<file path="src/rtl/sret_pkg.sv">
package sret_pkg;
  localparam int unsigned ILEN    = 32;
  localparam int unsigned CAUSE_W = 4;

  typedef enum logic [1:0] {
    PRIV_U = 2'b00,
    PRIV_S = 2'b01,
    PRIV_M = 2'b11
  } priv_e;

  // opcode 1110011, funct3 000, funct12 0x102; rs1/rd don't care
  localparam logic [ILEN-1:0] RET_MASK  = 32'hFFF0_707F;
  localparam logic [ILEN-1:0] RET_MATCH = 32'h1020_0073;

  localparam logic [CAUSE_W-1:0] CAUSE_ILLEGAL = CAUSE_W'(2);
endpackage

</file>
<file path="src/rtl/sret_decode.sv">
module sret_decode
  import sret_pkg::*;
(
  input  logic            valid_i,
  input  logic [ILEN-1:0] instr_i,
  output logic            is_ret_o
);
  assign is_ret_o = valid_i && ((instr_i & RET_MASK) == RET_MATCH);
endmodule

</file>
<file path="src/rtl/sret_priv_check.sv">
module sret_priv_check
  import sret_pkg::*;
(
  input  logic [1:0] priv_i,
  input  logic       tsr_i,
  output logic       legal_o
);
  always_comb begin
    unique case (priv_i)
      PRIV_M:  legal_o = 1'b1;
      PRIV_S:  legal_o = !tsr_i;
      default: legal_o = 1'b0;
    endcase
  end
endmodule

</file>
<file path="src/rtl/sret_state.sv">
module sret_state
  import sret_pkg::*;
#(
  parameter int unsigned XLEN      = 32,
  parameter logic        SIE_RESET = 1'b1
) (
  input  logic            clk_i,
  input  logic            rst_ni,
  input  logic            trap_i,
  input  logic [XLEN-1:0] trap_pc_i,
  input  logic            ret_i,
  output logic [1:0]      priv_o,
  output logic            sie_o,
  output logic            spie_o,
  output logic            spp_o,
  output logic [XLEN-1:0] sepc_o
);
  localparam logic [XLEN-1:0] ALIGN_MASK = ~XLEN'(1);

  logic [1:0]      priv_q, priv_d;
  logic            sie_q, sie_d, spie_q, spie_d, spp_q, spp_d;
  logic [XLEN-1:0] sepc_q, sepc_d;

  always_comb begin
    priv_d = priv_q;
    sie_d  = sie_q;
    spie_d = spie_q;
    spp_d  = spp_q;
    sepc_d = sepc_q;
    if (trap_i) begin
      sepc_d = trap_pc_i & ALIGN_MASK;
      spie_d = sie_q;
      sie_d  = 1'b0;
      spp_d  = (priv_q != PRIV_U);
      priv_d = PRIV_S;
    end else if (ret_i) begin
      priv_d = spp_q ? PRIV_S : PRIV_U;
      sie_d  = spie_q;
      spie_d = 1'b1;
      spp_d  = 1'b0;
    end
  end

  always_ff @(posedge clk_i or negedge rst_ni) begin
    if (!rst_ni) begin
      priv_q <= PRIV_M;
      sie_q  <= SIE_RESET;
      spie_q <= 1'b0;
      spp_q  <= 1'b0;
      sepc_q <= '0;
    end else begin
      priv_q <= priv_d;
      sie_q  <= sie_d;
      spie_q <= spie_d;
      spp_q  <= spp_d;
      sepc_q <= sepc_d;
    end
  end

  assign priv_o = priv_q;
  assign sie_o  = sie_q;
  assign spie_o = spie_q;
  assign spp_o  = spp_q;
  assign sepc_o = sepc_q;
endmodule

</file>
<file path="src/rtl/sret_unit.sv">
module sret_unit
  import sret_pkg::*;
#(
  parameter int unsigned XLEN      = 32,
  parameter logic        SIE_RESET = 1'b1
) (
  input  logic               clk_i,
  input  logic               rst_ni,
  input  logic               instr_valid_i,
  input  logic [ILEN-1:0]    instr_i,
  input  logic               tsr_i,
  input  logic               trap_valid_i,
  input  logic [XLEN-1:0]    trap_pc_i,
  output logic               redirect_valid_o,
  output logic [XLEN-1:0]    redirect_pc_o,
  output logic               exc_valid_o,
  output logic [CAUSE_W-1:0] exc_cause_o,
  output logic [ILEN-1:0]    exc_tval_o,
  output logic [1:0]         priv_o,
  output logic               sie_o,
  output logic               spie_o,
  output logic               spp_o,
  output logic [XLEN-1:0]    sepc_o
);
  logic is_ret, legal, do_ret, do_exc;

  sret_decode u_dec (
    .valid_i  (instr_valid_i && !trap_valid_i),
    .instr_i  (instr_i),
    .is_ret_o (is_ret)
  );

  sret_priv_check u_chk_priv (
    .priv_i  (priv_o),
    .tsr_i   (tsr_i),
    .legal_o (legal)
  );

  assign do_ret = is_ret && legal;
  assign do_exc = is_ret && !legal;

  sret_state #(.XLEN(XLEN), .SIE_RESET(SIE_RESET)) u_state (
    .clk_i     (clk_i),
    .rst_ni    (rst_ni),
    .trap_i    (trap_valid_i),
    .trap_pc_i (trap_pc_i),
    .ret_i     (do_ret),
    .priv_o    (priv_o),
    .sie_o     (sie_o),
    .spie_o    (spie_o),
    .spp_o     (spp_o),
    .sepc_o    (sepc_o)
  );

  always_ff @(posedge clk_i or negedge rst_ni) begin
    if (!rst_ni) begin
      redirect_valid_o <= 1'b0;
      redirect_pc_o    <= '0;
      exc_valid_o      <= 1'b0;
      exc_cause_o      <= '0;
      exc_tval_o       <= '0;
    end else begin
      redirect_valid_o <= do_ret;
      exc_valid_o      <= do_exc;
      if (do_ret) redirect_pc_o <= sepc_o;
      if (do_exc) begin
        exc_cause_o <= CAUSE_ILLEGAL;
        exc_tval_o  <= instr_i;
      end
    end
  end
endmodule

</file>
<file path="config.mk">
export PLATFORM = sky130hd
export DESIGN_NAME = sret_unit
export DESIGN_NICKNAME = d
export VERILOG_FILES = /design/src/rtl/sret_pkg.sv /design/src/rtl/sret_decode.sv /design/src/rtl/sret_priv_check.sv /design/src/rtl/sret_state.sv /design/src/rtl/sret_unit.sv
export SDC_FILE = /design/constraint.sdc
export NUM_CORES = 1
export LEC_CHECK = 0
export BUFFER_PORTS_ARGS = -buffer_cell sky130_fd_sc_hd__buf_2
export CAP_MARGIN = 20
export CORE_MARGIN = 3
export CORE_UTILIZATION = 46
export CTS_CLUSTER_DIAMETER = 120
export DETAILED_ROUTE_END_ITERATION = 12
export PLACE_DENSITY = 0.9
export SLEW_MARGIN = 20
export SYNTH_ARGS = -nofsm -noshare
export SYNTH_HDL_FRONTEND = slang
export SYNTH_SLANG_ARGS = --single-unit
</file>
<file path="constraint.sdc">
create_clock -name clk_i -period 2.25 [get_ports clk_i]
set_input_delay 0.225 -clock clk_i [delete_from_list [all_inputs] [get_ports clk_i]]
set_output_delay 0.225 -clock clk_i [all_outputs]
set_load 0.02 [all_outputs]
</file>
==> impl_metrics.toml <==
[synth]
ys_dominant_reg_cell = "dfrtp_1"
synth.avg_cell_area_um2 = 15.8
ys_warn_count = 0
ys_ff_latch = 102
synth_top_area_share_pct = 64.9
synth_cell_types = 30
synth_area_leaders = "dfrtp_1, mux2_2, and2_1, dfstp_2, mux2_1"
yosys.area.top_type = "dfrtp_1"
yosysMostFrequentCell = "dfrtp_1"
synth_common_cells = "dfrtp_1, mux2_2, and2_1"
synth_edf_count = 0
synthCells = 241
synth-async-reset-ratio_pct = 100
synth_area_um2 = 3820
synth_seq_area_share_pct = 67.0

[clock_network]
clk_pin_slew_ns = 0.10
clk_path_buf_depth = 2
cts_root_buf = "clkbuf_8"
cts_tree = "built"
post-cts-setup-buffers = 0
post_cts_resized = 0
cts_sinks = 102
cts_buffers = 9
clock_latency_ns = 0.35
h-tree-depth = 3

[sta]
fin_crit_ns = 1.97
slew_headroom_pct = 57.6
tns_ns = 0
timing.final.ws_setup_ns = 0.280
skew_ns = 0.0130
max_slew.worst_pin.slew_ns = 0.636
finalCritPeriodShare_pct = 87.6
setup_viol = 0
drv_slew = 0
finalHoldViolCount = 0
hold-worst-slack_ns = 0.100
rsz0062_at_grt = "false"
max_freq_mhz = 508

[worst_setup_path]
endpoint = "exc_tval_o[9]"
end_kind = "register"
cp.arrival_ns = 2.20
crit_path_max_fanout = 11
cp-start-kind = "register"
ff2ff_path_depth = 4
critical_path_class = "register to register"
cp.required_ns = 2.48
crit_path_start = "u_state.priv_o[1]"
r2r_slack_ns = 0.28
reg2reg_from = "u_state.priv_o[1]"
regToRegEndpoint = "exc_tval_o[9]"

[detailed_routing]
drc = 0
viasPerCell = 4.86
num_vias = 2538
wl_per_cell_um = 15.9
drtAntennaViolNets = 0
drtIter0Drc = 49
dr.pass1.iters = 4
drt-total-wl_um = 8300

[floorplan]
core_um2 = 7890
rows = 32
die_h_um = 97.1
ios = 176
start_util_pct = 48.4
die_w_um = 97.1
dieArea_um2 = 9420

[placement]
dpl.hpwl_um = 6260
pre_cts_ws_ns = 0.269
port_buffers = 169
gp_congestion = 0.792
dpl_cell_area_um2 = 4770

[layout]
post-route-cell-area_um2 = 4970
area_delta_synth_final_pct = 30.3
layout.nets = 485
fillers = 632
drive_above_1_share_pct = 62.6
diodes = 0

[power]
p_leak_uw = 0.00279
ir_drop_v = 0.000382
p_total_uw = 3400
p_per_area_nw_per_um2 = 684

[global_routing]
grt_usage_pct = 18.0
grt_pass1_wl_um = 13700
grt_max_degree = 54
grt_overflow = 0
grt_antenna_before_repair = 0
grt_pass1_vias = 2756

[job]
maxCapViolations = 0

[worst_hold_path]
hold_path_class = "input pin to register"

[outcome]
status = "finished clean"
cell type report:
class                      instances  area [um^2]  area share, %
tap                              102          128           2.57
clock buffer                       9          124           2.49
timing repair buffer             175          921           18.5
sequential                       102         2560           51.4
multi-input combinational        124         1160           23.3
clock inverter                     6         71.3           1.43
inverter                           4         15.0          0.302
registers in the layout (all words and copies together), names as in the netlist:
| register | cells |
|---|---|
| redirect_valid_o | 1 |
| u_state.spie_o | 1 |
| exc_tval_o | 32 |
| u_state.spp_o | 1 |
| exc_valid_o | 1 |
| u_state.sepc_o | 31 |
| u_state.sie_o | 1 |
| u_state.priv_o | 2 |
| exc_cause_o | 1 |
| redirect_pc_o | 31 |
critical path: stages (launching register included):
cell	delay (ns)
dfstp_2	0.39
o21ai_0	0.47
nand3_1	0.23
inv_1	0.39
mux2_2	0.39
what timing repair did:
item / 4_1_cts / 5_1_grt
setup endpoints to repair: 0 / 0
hold buffers: 1 / 0
hold endpoints to repair: 46 / 0
power by group:
group          switching, uW  total (uW)  internal [uW]  leakage (uW)
logic                    191         332            141       0.00136
registers               41.5        1930           1890       0.00134
clock network            617        1140            521     0.0000976
total                    850        3400           2550       0.00279
how the worst min path moves through the flow:
stage | slack, ns | start | endpoint | cells after the start
floorplan | -0.07 | rst_ni | exc_cause_o[1] | 0
global placement | 0.27 | rst_ni | exc_tval_o[10] | 1
detailed placement | 0.29 | rst_ni | exc_tval_o[16] | 1
CTS | 0.08 | instr_i[15] | exc_tval_o[15] | 2
global route | 0.08 | instr_i[8] | exc_tval_o[8] | 2
finish | 0.10 | instr_i[19] | exc_tval_o[19] | 2
layout by cell type (no fill, tap or decap):
master,n
inv_8,1
mux2_2,68
and2_1,16
and4b_1,2
dlygate4sd3_1,1
mux2_1,5
nor3_4,1
a21oi_1,1
o21ai_0,2
nor4b_1,1
nor2b_1,1
a311oi_1,1
nor4_2,1
clkinvlp_4,1
o31a_1,1
nand2_1,1
nand2b_1,9
buf_12,2
and4_1,1
bufinv_16,1
dfrtp_1,99
buf_2,168
o31ai_1,1
nor4_1,1
conb_1,5
clkbuf_8,9
nand3_1,1
nand4_1,1
clkinv_2,1
buf_4,4
nor4b_2,1
nor2_1,2
dfstp_2,3
inv_1,4
nor3_1,1
clkinv_4,1
inv_6,1
cell families (layout without fill, tap and decap cells):
group	Yosys count	in the layout	share of synthesized area (%)
muxes	73	73	21.5
buffers and inverters	19	194	3.05
AOI/OAI and AO/OA	6	6	1.05
other	1	5	0.0983
DFF	102	102	67.0
and+or+nand+nor	40	40	7.28
routing by layer:
metal | wire [um] | GRT usage (%) | vias up | share of wire [%]
met4 | 64 | 5.51 | 0 | 0.77
li1 | - | - | 1174 | -
met2 | 4310 | 31.4 | 103 | 52
met5 | 0 | 0 | - | 0
met3 | 611 | 5.31 | 6 | 7.4
met1 | 3310 | 21.6 | 1255 | 40
per-stage QoR:
step | util, % | std cells
2_1_floorplan | - | 245
3_3_place_gp | 60.5 | 506
3_5_place_dp | 60.5 | 506
4_1_cts | 63.1 | 522
5_1_grt | 63.1 | 522
6_report | 63.1 | 522
Note: power is estimated with default switching activity, not from simulation.
